$ cat src/rtl/psr_pkg.sv
package psr_pkg;
  localparam int PSR_W   = 16;
  localparam int B_CARRY = 0;
  localparam int B_TRACE = 1;
  localparam int B_ULT   = 2;
  localparam int B_OVF   = 5;
  localparam int B_EQ    = 6;
  localparam int B_SLT   = 7;
  localparam int B_LIE   = 9;
  localparam int B_PEND  = 10;
  localparam int B_GIE   = 11;

  // Bits that hold state; every other position reads as zero.
  localparam logic [PSR_W-1:0] LIVE_MASK =
    (PSR_W'(1) << B_CARRY) | (PSR_W'(1) << B_TRACE) | (PSR_W'(1) << B_ULT) |
    (PSR_W'(1) << B_OVF)   | (PSR_W'(1) << B_EQ)    | (PSR_W'(1) << B_SLT) |
    (PSR_W'(1) << B_LIE)   | (PSR_W'(1) << B_PEND)  | (PSR_W'(1) << B_GIE);

  typedef struct packed {
    logic eq;
    logic ult;
    logic slt;
  } cmp_rel_t;
endpackage

$ cat src/rtl/psr_cmp_unit.sv
module psr_cmp_unit
  import psr_pkg::*;
#(
  parameter int OPND_W       = 16,
  parameter bit CMP_SUBTRACT = 1'b1
) (
  input  logic [OPND_W-1:0] src,
  input  logic [OPND_W-1:0] dst,
  output cmp_rel_t          rel
);
  localparam int MSB = OPND_W - 1;

  generate
    if (CMP_SUBTRACT) begin : g_sub
      // One subtractor yields all three relations.
      logic [OPND_W:0] diff;
      logic            sgn_diff;
      always_comb begin
        diff     = {1'b0, dst} - {1'b0, src};
        sgn_diff = dst[MSB] ^ src[MSB];
        rel.eq   = (diff[MSB:0] == '0);
        rel.ult  = diff[OPND_W];
        rel.slt  = sgn_diff ? dst[MSB] : diff[MSB];
      end
    end else begin : g_direct
      always_comb begin
        rel.eq  = (dst == src);
        rel.ult = (dst < src);
        rel.slt = ($signed(dst) < $signed(src));
      end
    end
  endgenerate
endmodule

$ cat src/rtl/psr_flag_next.sv
module psr_flag_next
  import psr_pkg::*;
(
  input  logic     cmp_valid,
  input  cmp_rel_t rel,
  input  logic     alu_valid,
  input  logic     alu_carry,
  input  logic     alu_ovf,
  input  logic     cur_eq,
  input  logic     cur_ult,
  input  logic     cur_slt,
  input  logic     cur_carry,
  input  logic     cur_ovf,
  output logic     nxt_eq,
  output logic     nxt_ult,
  output logic     nxt_slt,
  output logic     nxt_carry,
  output logic     nxt_ovf
);
  always_comb begin
    nxt_eq    = cmp_valid ? rel.eq  : cur_eq;
    nxt_ult   = cmp_valid ? rel.ult : cur_ult;
    nxt_slt   = cmp_valid ? rel.slt : cur_slt;
    nxt_carry = alu_valid ? alu_carry : cur_carry;
    nxt_ovf   = alu_valid ? alu_ovf   : cur_ovf;
  end
endmodule

$ cat src/rtl/psr_trace_next.sv
module psr_trace_next (
  input  logic trap_enter,
  input  logic retire,
  input  logic cur_trace,
  input  logic cur_pend,
  output logic nxt_trace,
  output logic nxt_pend
);
  always_comb begin
    nxt_trace = cur_trace;
    nxt_pend  = cur_pend;
    if (trap_enter) begin
      nxt_trace = 1'b0;
      nxt_pend  = 1'b0;
    end else if (retire && cur_trace) begin
      nxt_pend = 1'b1;
    end
  end
endmodule

$ cat src/rtl/psr_irq_next.sv
module psr_irq_next (
  input  logic ei_op,
  input  logic di_op,
  input  logic cur_lie,
  output logic nxt_lie
);
  always_comb begin
    if (di_op)      nxt_lie = 1'b0;
    else if (ei_op) nxt_lie = 1'b1;
    else            nxt_lie = cur_lie;
  end
endmodule

$ cat src/rtl/psr_core.sv
module psr_core
  import psr_pkg::*;
#(
  parameter int OPND_W       = 16,
  parameter bit CMP_SUBTRACT = 1'b1
) (
  input  logic              clk,
  input  logic              rst,
  input  logic              cmp_valid,
  input  logic [OPND_W-1:0] cmp_src,
  input  logic [OPND_W-1:0] cmp_dst,
  input  logic              alu_valid,
  input  logic              alu_carry,
  input  logic              alu_ovf,
  input  logic              ei_op,
  input  logic              di_op,
  input  logic              trap_enter,
  input  logic              retire,
  input  logic              wr_en,
  input  logic [PSR_W-1:0]  wr_data,
  output logic [PSR_W-1:0]  psr_q,
  output logic              irq_accept,
  output logic              trace_req
);
  logic [PSR_W-1:0] psr_r;
  logic [PSR_W-1:0] evt_vec;
  logic [PSR_W-1:0] nxt_vec;
  logic             acc_r;
  cmp_rel_t         rel;
  logic n_eq, n_ult, n_slt, n_carry, n_ovf, n_trace, n_pend, n_lie;

  psr_cmp_unit #(.OPND_W(OPND_W), .CMP_SUBTRACT(CMP_SUBTRACT)) u_cmp (
    .src (cmp_src),
    .dst (cmp_dst),
    .rel (rel)
  );

  psr_flag_next u_flags (
    .cmp_valid (cmp_valid),
    .rel       (rel),
    .alu_valid (alu_valid),
    .alu_carry (alu_carry),
    .alu_ovf   (alu_ovf),
    .cur_eq    (psr_r[B_EQ]),
    .cur_ult   (psr_r[B_ULT]),
    .cur_slt   (psr_r[B_SLT]),
    .cur_carry (psr_r[B_CARRY]),
    .cur_ovf   (psr_r[B_OVF]),
    .nxt_eq    (n_eq),
    .nxt_ult   (n_ult),
    .nxt_slt   (n_slt),
    .nxt_carry (n_carry),
    .nxt_ovf   (n_ovf)
  );

  psr_trace_next u_trace (
    .trap_enter (trap_enter),
    .retire     (retire),
    .cur_trace  (psr_r[B_TRACE]),
    .cur_pend   (psr_r[B_PEND]),
    .nxt_trace  (n_trace),
    .nxt_pend   (n_pend)
  );

  psr_irq_next u_irq (
    .ei_op   (ei_op),
    .di_op   (di_op),
    .cur_lie (psr_r[B_LIE]),
    .nxt_lie (n_lie)
  );

  always_comb begin
    evt_vec          = '0;
    evt_vec[B_CARRY] = n_carry;
    evt_vec[B_TRACE] = n_trace;
    evt_vec[B_ULT]   = n_ult;
    evt_vec[B_OVF]   = n_ovf;
    evt_vec[B_EQ]    = n_eq;
    evt_vec[B_SLT]   = n_slt;
    evt_vec[B_LIE]   = n_lie;
    evt_vec[B_PEND]  = n_pend;
    evt_vec[B_GIE]   = psr_r[B_GIE];
    nxt_vec = wr_en ? (wr_data & LIVE_MASK) : evt_vec;
  end

  always_ff @(posedge clk) begin
    if (rst) begin
      psr_r <= '0;
      acc_r <= 1'b0;
    end else begin
      psr_r <= nxt_vec;
      acc_r <= nxt_vec[B_LIE] & nxt_vec[B_GIE];
    end
  end

  assign psr_q      = psr_r;
  assign irq_accept = acc_r;
  assign trace_req  = psr_r[B_PEND];
endmodule

$ cat config.mk
export PLATFORM = sky130hd
export DESIGN_NAME = psr_core
export DESIGN_NICKNAME = d
export VERILOG_FILES = /design/src/rtl/psr_pkg.sv /design/src/rtl/psr_cmp_unit.sv /design/src/rtl/psr_flag_next.sv /design/src/rtl/psr_trace_next.sv /design/src/rtl/psr_irq_next.sv /design/src/rtl/psr_core.sv
export SDC_FILE = /design/constraint.sdc
export NUM_CORES = 1
export LEC_CHECK = 0
export ABC_CLOCK_PERIOD_IN_PS = 4300
export BUFFER_PORTS_ARGS = -buffer_cell sky130_fd_sc_hd__buf_2
export CAP_MARGIN = 25
export CORE_UTILIZATION = 40
export CTS_BUF_LIST = sky130_fd_sc_hd__clkbuf_8
export DETAILED_ROUTE_END_ITERATION = 12
export GPL_TIMING_DRIVEN = 0
export PLACE_DENSITY = 0.73
export SLEW_MARGIN = 20
export SYNTH_ARGS = -nofsm -noshare
export SYNTH_HDL_FRONTEND = slang
export SYNTH_SLANG_ARGS = --single-unit
$ cat constraint.sdc
create_clock -name clk -period 4.3 [get_ports clk]
set_input_delay 0.43 -clock clk [delete_from_list [all_inputs] [get_ports clk]]
set_output_delay 0.43 -clock clk [all_outputs]
set_load 0.03 [all_outputs]
==> impl_metrics.ini, run 1 <==
[status]
status = completed

[grt]
antenna_found_initial = 0
grt_usage = 0.172
grt_max_degree = 11
grt_pass1_wl_um = 4890
overflow = 0
grt_pass1_vias = 1165

[layout]
final_area_mm2 = 0.00188
drive_gt1_frac = 0.342
area_delta_synth_final_pct = 31.6
diodes = 0
nFillCells = 363
fin_nets = 341

[clock_tree]
insertion_delay_ns = 0.24
clk_pin_slew_worst_paths_ns = 0.05
cts-htree-levels = 1
clock-sinks = 10
cts_root_buf = clkbuf_8
cts_tree = done
cts_setup_buffers = 0
numCtsBuffers = 3
clockBufferDepth = 2

[die]
io-pin-count = 77
num_rows = 21
die_area_mm2 = 0.00381
start_util = 0.424
die_h_um = 61.7
core_region_area_mm2 = 0.00336
die_x_um = 61.7

[route]
drtAntennaViolNets = 0
route.detailed.drc = 0
drtIter0Drc = 47
wl_per_cell_um = 10.9
drt_wl_total_um = 3360
num_vias = 1558
vias_per_cell = 5.04
firstDrtPassIters = 4

[synth]
netlist_area_mm2 = 0.00143
yosysTopAreaCell = dfxtp_1
synth_edf_count = 0
synth_top_area_frac = 0.140
synthFlopType = dfxtp_1
synth_area_leaders = dfxtp_1 (14%), ha_1 (14%), buf_4 (7.9%)
synth_most_common_cell = inv_1
yosysSeqAreaShare = 0.140
synth-seq-cells = 10
netlist-cell-type-count = 51
syn_area_per_cell_um2 = 7.42
ys_warn_count = 0
netlist_instances = 192
yosys-top-cells-count = inv_1 (25), nor2_1 (19), a21oi_1 (18), ha_1 (16), buf_4 (15)
synthArstFlopShare = 0

[worst_setup_path]
worst-setup-path-type = input pin to flip-flop
ff2ff_path_depth = 4
cpMaxStageDelayCell = fa_1
cpPeakStageDelay_ns = 0.49
cp.buffers_inverters = 2
cp_max_fo = 6
critical_path.top_delay_family = simple AND/OR/NAND/NOR gates
critical_path_cell_count = 18
worstSetupEndpointType = flip-flop
cp.required_ns = 4.48
cp.arrival_ns = 4.12
cp-start-kind = input pin
crit_chain = buf_2, inv_1, ha_1, o21ai_0, a21oi_2, o2111ai_2, a21o_1, and3_1, o21bai_1, a21oi_1, fa_1, nand4b_1, or4_1, nor4_1, nand4_1, nor4_2, o2111a_1, a41o_1

[timing]
fin_skew_ns = 0.000146
max_freq_mhz = 254
holdWs_ns = 0.422
worst_slack_ns = 0.368
rsz0062_at_grt = false
setup-violations-final = 0
setup_tns_ns = 0
finalHoldViolations = 0
maxSlewViolCount = 0
period_share = 0.914
period_minus_slack_ns = 3.93

[pwr]
irDropWorstVdd_mv = 0.177
p_leak_nw = 0.987
p_per_area_mw_per_mm2 = 226

[min_path]
hold_depth = 3
hold_class = input pin to flip-flop

[place]
dpl_cell_area_mm2 = 0.00181
numPortBuffers = 61
place.gp.congestion = 0.816
post-place-ws_ns = 0.0467
dp_hpwl_um = 2750

[job]
maxCapViolCount = 0
[area by class of cell]
| class | instances | area [um2] | share of cell area |
|---|---|---|---|
| Buffer | 18 | 131 | 0.0700 |
| Multi-Input combinational cell | 144 | 1030 | 0.548 |
| Sequential cell | 10 | 200 | 0.107 |
| Timing Repair Buffer | 61 | 305 | 0.163 |
| Clock buffer | 4 | 55.1 | 0.0294 |
| Inverter | 26 | 97.6 | 0.0520 |
| Tap cell | 46 | 57.6 | 0.0307 |
[repair_timing]
| item | 4_1_cts | 5_1_grt |
|---|---|---|
| hold endpoints to repair | 0 | 0 |
| setup endpoints to repair | 0 | 1 |
| hold buffers | 0 | 0 |
| resized for setup | 0 | 2 |
[cells by family (layout without fill, tap and decap cells)]
group	Yosys count	count (layout)	share of synthesized area
fa+ha+maj	18	18	0.169
buf+inv	44	109	0.161
flops	10	10	0.140
compound gates	56	56	0.266
xor+xnor	2	2	0.0123
simple gates	56	56	0.214
mux	5	5	0.0351
other cells	1	7	0.00263
[placed cells by master (no fill, tap or decap), drive strengths merged, types with 3 or more instances in the layout]
| cell type | instances |
|---|---|
| a21oi | 18 |
| buf | 77 |
| clkbuf | 6 |
| conb | 7 |
| dfxtp | 10 |
| ha | 16 |
| inv | 26 |
| mux2i | 5 |
| nand2b | 4 |
| nand3 | 3 |
| nor2 | 19 |
| nor2b | 4 |
| nor3 | 8 |
| nor3b | 3 |
| nor4 | 4 |
| o21ai | 9 |
[path summary, 6_finish.rpt]
| kind | start | end | slack, ns |
|---|---|---|---|
| worst max-delay path | cmp_src[2] | psr_q[6]$_SDFFE_PP0P_ | 0.37 |
| worst min-delay path | wr_data[5] | psr_q[5]$_SDFFE_PP0P_ | 0.42 |
| worst max register to register | psr_q[2]$_SDFFE_PP0P_ | psr_q[2]$_SDFFE_PP0P_ | 3.30 |
| worst min register to register | psr_q[11]$_SDFF_PP0_ | psr_q[11]$_SDFF_PP0_ | 0.53 |
[routing by layer]
metal	wire length, um	GRT usage
met2	1600	0.286
met3	154	0.0331
met1	1550	0.220
met4	68	0.0698
met5	0	0
[registers in the layout (all words and copies together), names as in the netlist]
| signal | count |
|---|---|
| irq_accept | 1 |
| psr_q | 9 |
[through the flow]
stage,instances,power (mW),util
2_1_floorplan,198,0.248,-
3_3_place_gp,305,0.299,0.538
3_5_place_dp,305,0.302,0.538
4_1_cts,309,0.424,0.555
5_1_grt,309,0.455,0.558
6_report,309,0.424,0.558
[power by group]
group          switching, mW  internal [mW]  leakage, nW  total, mW
Combinational          0.110         0.0920        0.875      0.202
Sequential           0.00256         0.0984       0.0825      0.101
Clock                 0.0400         0.0807       0.0288      0.121
Total                  0.153          0.271        0.987      0.424
[tightest hold or removal path: stages]
cell and delay (ns):
buf_2 0.08, a21oi_1 0.05, nor2_1 0.07
Power figures use the tool's default switching activity.
==> run 2, diff against run 1 <==
Settings changed: ABC_AREA set to 1, CTS_CLUSTER_DIAMETER set to 120, PLACE_DENSITY 0.73 to 0.71.
==> run 2 against run 1 <==
  * Design area up 8.5%
  * Wire length rose by 5.1%
  * Maximum frequency increased by 34%
  * Critical endpoint unchanged
  * Sequential share of layout area shrank 0.84 points
  * Largest cell class unchanged
==> impl_metrics.ini, run 2 <==
[worst_setup_path]
worstSetupEndpointType = flip-flop
critical_path.top_delay_family = simple AND/OR/NAND/NOR gates
crit_chain = buf_2, inv_1, ha_1, nand2_1, nor3_2, and2_1, nand2_1, nand2_1, a21o_1, a21oi_1, fa_1, nand3_1, nor2_1, nand2_1, nor2_1, nand3_1, nor2_1, nand3_1, nor2_1, nand3_1, a21oi_2
cp-start-kind = input pin
r2r_setup_slack_ns = 3.45
worst-setup-path-type = input pin to flip-flop
cp.required_ns = 4.47
cp.buffers_inverters = 2
cpMaxStageDelayCell = fa_1
cp_max_fo = 6
critical_path_cell_count = 21
ff2ff_path_depth = 4
cpPeakStageDelay_ns = 0.49
cp.arrival_ns = 3.10

[clock_tree]
clk_pin_slew_worst_paths_ns = 0.04
cts_resized = 0
cts_hold_buf = 0
cts_root_buf = clkbuf_8
cts_tree = done
clock-sinks = 10
clockBufferDepth = 2
cts_setup_buffers = 0
insertion_delay_ns = 0.23
numCtsBuffers = 3
cts-htree-levels = 1

[grt]
grt_usage = 0.174
antenna_found_initial = 0
overflow = 0
grt_max_degree = 11
grt_pass1_vias = 1418
grt_pass1_wl_um = 5920

[place]
numPortBuffers = 61
dp_hpwl_um = 3040
dpl_cell_area_mm2 = 0.00199
post-place-ws_ns = 1.16
place.gp.congestion = 0.844

[pwr]
p_int_mw = 0.246
p_sw_mw = 0.166
power_frac_comb = 0.524
clkPwrFrac = 0.230
p_leak_nw = 1.32
p_per_area_mw_per_mm2 = 202
power_frac_seq = 0.247
irDropWorstVdd_mv = 0.170
netSwitchingFraction = 0.403

[die]
num_rows = 22
die_h_um = 65.4
start_util = 0.429
core_region_area_mm2 = 0.00374
die_area_mm2 = 0.00427
io-pin-count = 77
die_x_um = 65.4

[job]
maxCapViolCount = 0

[layout]
fin_nets = 438
area_delta_synth_final_pct = 26.7
final_cell_mix = nand2_1 (92), buf_2 (61), inv_1 (57)
final_common_cell = nand2_1
drive_gt1_frac = 0.259
diodes = 0
largest_reg_flops = 9
final_area_mm2 = 0.00204

[timing]
max_freq_mhz = 342
setup_tns_ns = 0
period_share = 0.680
finalHoldViolations = 0
period_minus_slack_ns = 2.93
worst_slack_ns = 1.37
fin_skew_ns = 0.000975
maxSlewViolCount = 0
setup-violations-final = 0
rsz0062_at_grt = false

[synth]
synth-seq-cells = 10
netlist_instances = 289
syn_area_per_cell_um2 = 5.56
synth_most_common_cell = nand2_1
synth_top_area_frac = 0.215
yosysTopAreaCell = nand2_1
yosys-top-cells-count = nand2_1 (92), inv_1 (57), nand3_1 (29), nor2_1 (25), ha_1 (16)
synth_edf_count = 0
synthArstFlopShare = 0
ys_warn_count = 0
synth_area_leaders = nand2_1 (21%), inv_1 (13%), dfxtp_1 (12%)
synthFlopType = dfxtp_1
netlist-cell-type-count = 25
netlist_area_mm2 = 0.00161
yosysSeqAreaShare = 0.125

[route]
route.detailed.drc = 0
vias_per_cell = 4.48
num_vias = 1822
wl_per_cell_um = 8.68
drtAntennaViolNets = 0
firstDrtPassIters = 4
drt_wl_total_um = 3530
drtIter0Drc = 81

[min_path]
hold_class = input pin to flip-flop
hold_depth = 3

[status]
status = completed
-- run 2: changes by cell type in the layout (fill, tap and decap cells not counted), sizes merged, moves of 4 or more --
cell	before	now
nor2b	4	0
mux2i	5	0
inv	26	60
nand3	3	29
nor3	8	3
nand2	2	95
nor2	19	28
o21ai	9	2
nand2b	4	0
-- run 2: worst min-delay path, stage by stage --
cell and delay (ns):
buf_2 0.09, nand2_1 0.05, a21oi_1 0.06
-- run 2: layout make-up --
class	instances	area, um2
sequential	10	200
clock buffer	3	41.3
fill	426	1710
inverter	60	225
buffer	17	120
multi-input combinational	208	1080
timing repair buffer	61	305
tap	48	60.1
-- run 2: logic make-up (layout without fill, tap and decap cells) --
kind of cell               Yosys count  count (layout)  share of synthesized area
AOI/OAI and AO/OA                   22              22                     0.0849
adders and majority gates           18              18                      0.150
buffers and inverters               77             141                      0.215
DFF                                 10              10                      0.125
other                                1               7                    0.00233
and+or+nand+nor                    161             161                      0.424
-- run 2: power groups by stage --
stage | registers (mW) | clock network, mW | logic (mW)
2_1_floorplan | 0.106 | 0 | 0.158
3_3_place_gp | 0.103 | 0 | 0.213
3_5_place_dp | 0.103 | 0 | 0.215
4_1_cts | 0.102 | 0.0974 | 0.216
5_1_grt | 0.102 | 0.104 | 0.249
6_report | 0.102 | 0.0947 | 0.216
-- run 2: final timing paths --
kind	end	from
worst max-delay path	psr_q[6]$_SDFFE_PP0P_	cmp_src[10]
worst min-delay path	psr_q[1]$_SDFFE_PP0P_	wr_data[1]
worst max register to register	irq_accept$_SDFF_PP0_	psr_q[9]$_SDFF_PP0_
worst min register to register	psr_q[1]$_SDFFE_PP0P_	psr_q[1]$_SDFFE_PP0P_
-- run 2: metrics by stage --
stage               utilization  hold WS (ns)  power (mW)  cells
CTS                       0.544         0.447       0.415    407
detailed placement        0.533         0.476       0.318    404
floorplan                     -         0.453       0.264    295
global route              0.544         0.453       0.456    407
finish                    0.544         0.454       0.412    407
global placement          0.533         0.476       0.316    404
-- run 2: routing by layer --
metal  global-route usage  up-vias  part of all wire
met5                    0        -                 0
met4               0.0571        0             0.017
met3               0.0278        7             0.037
met2                0.282       43              0.44
met1                0.233      759              0.50
li1                     -     1013                 -
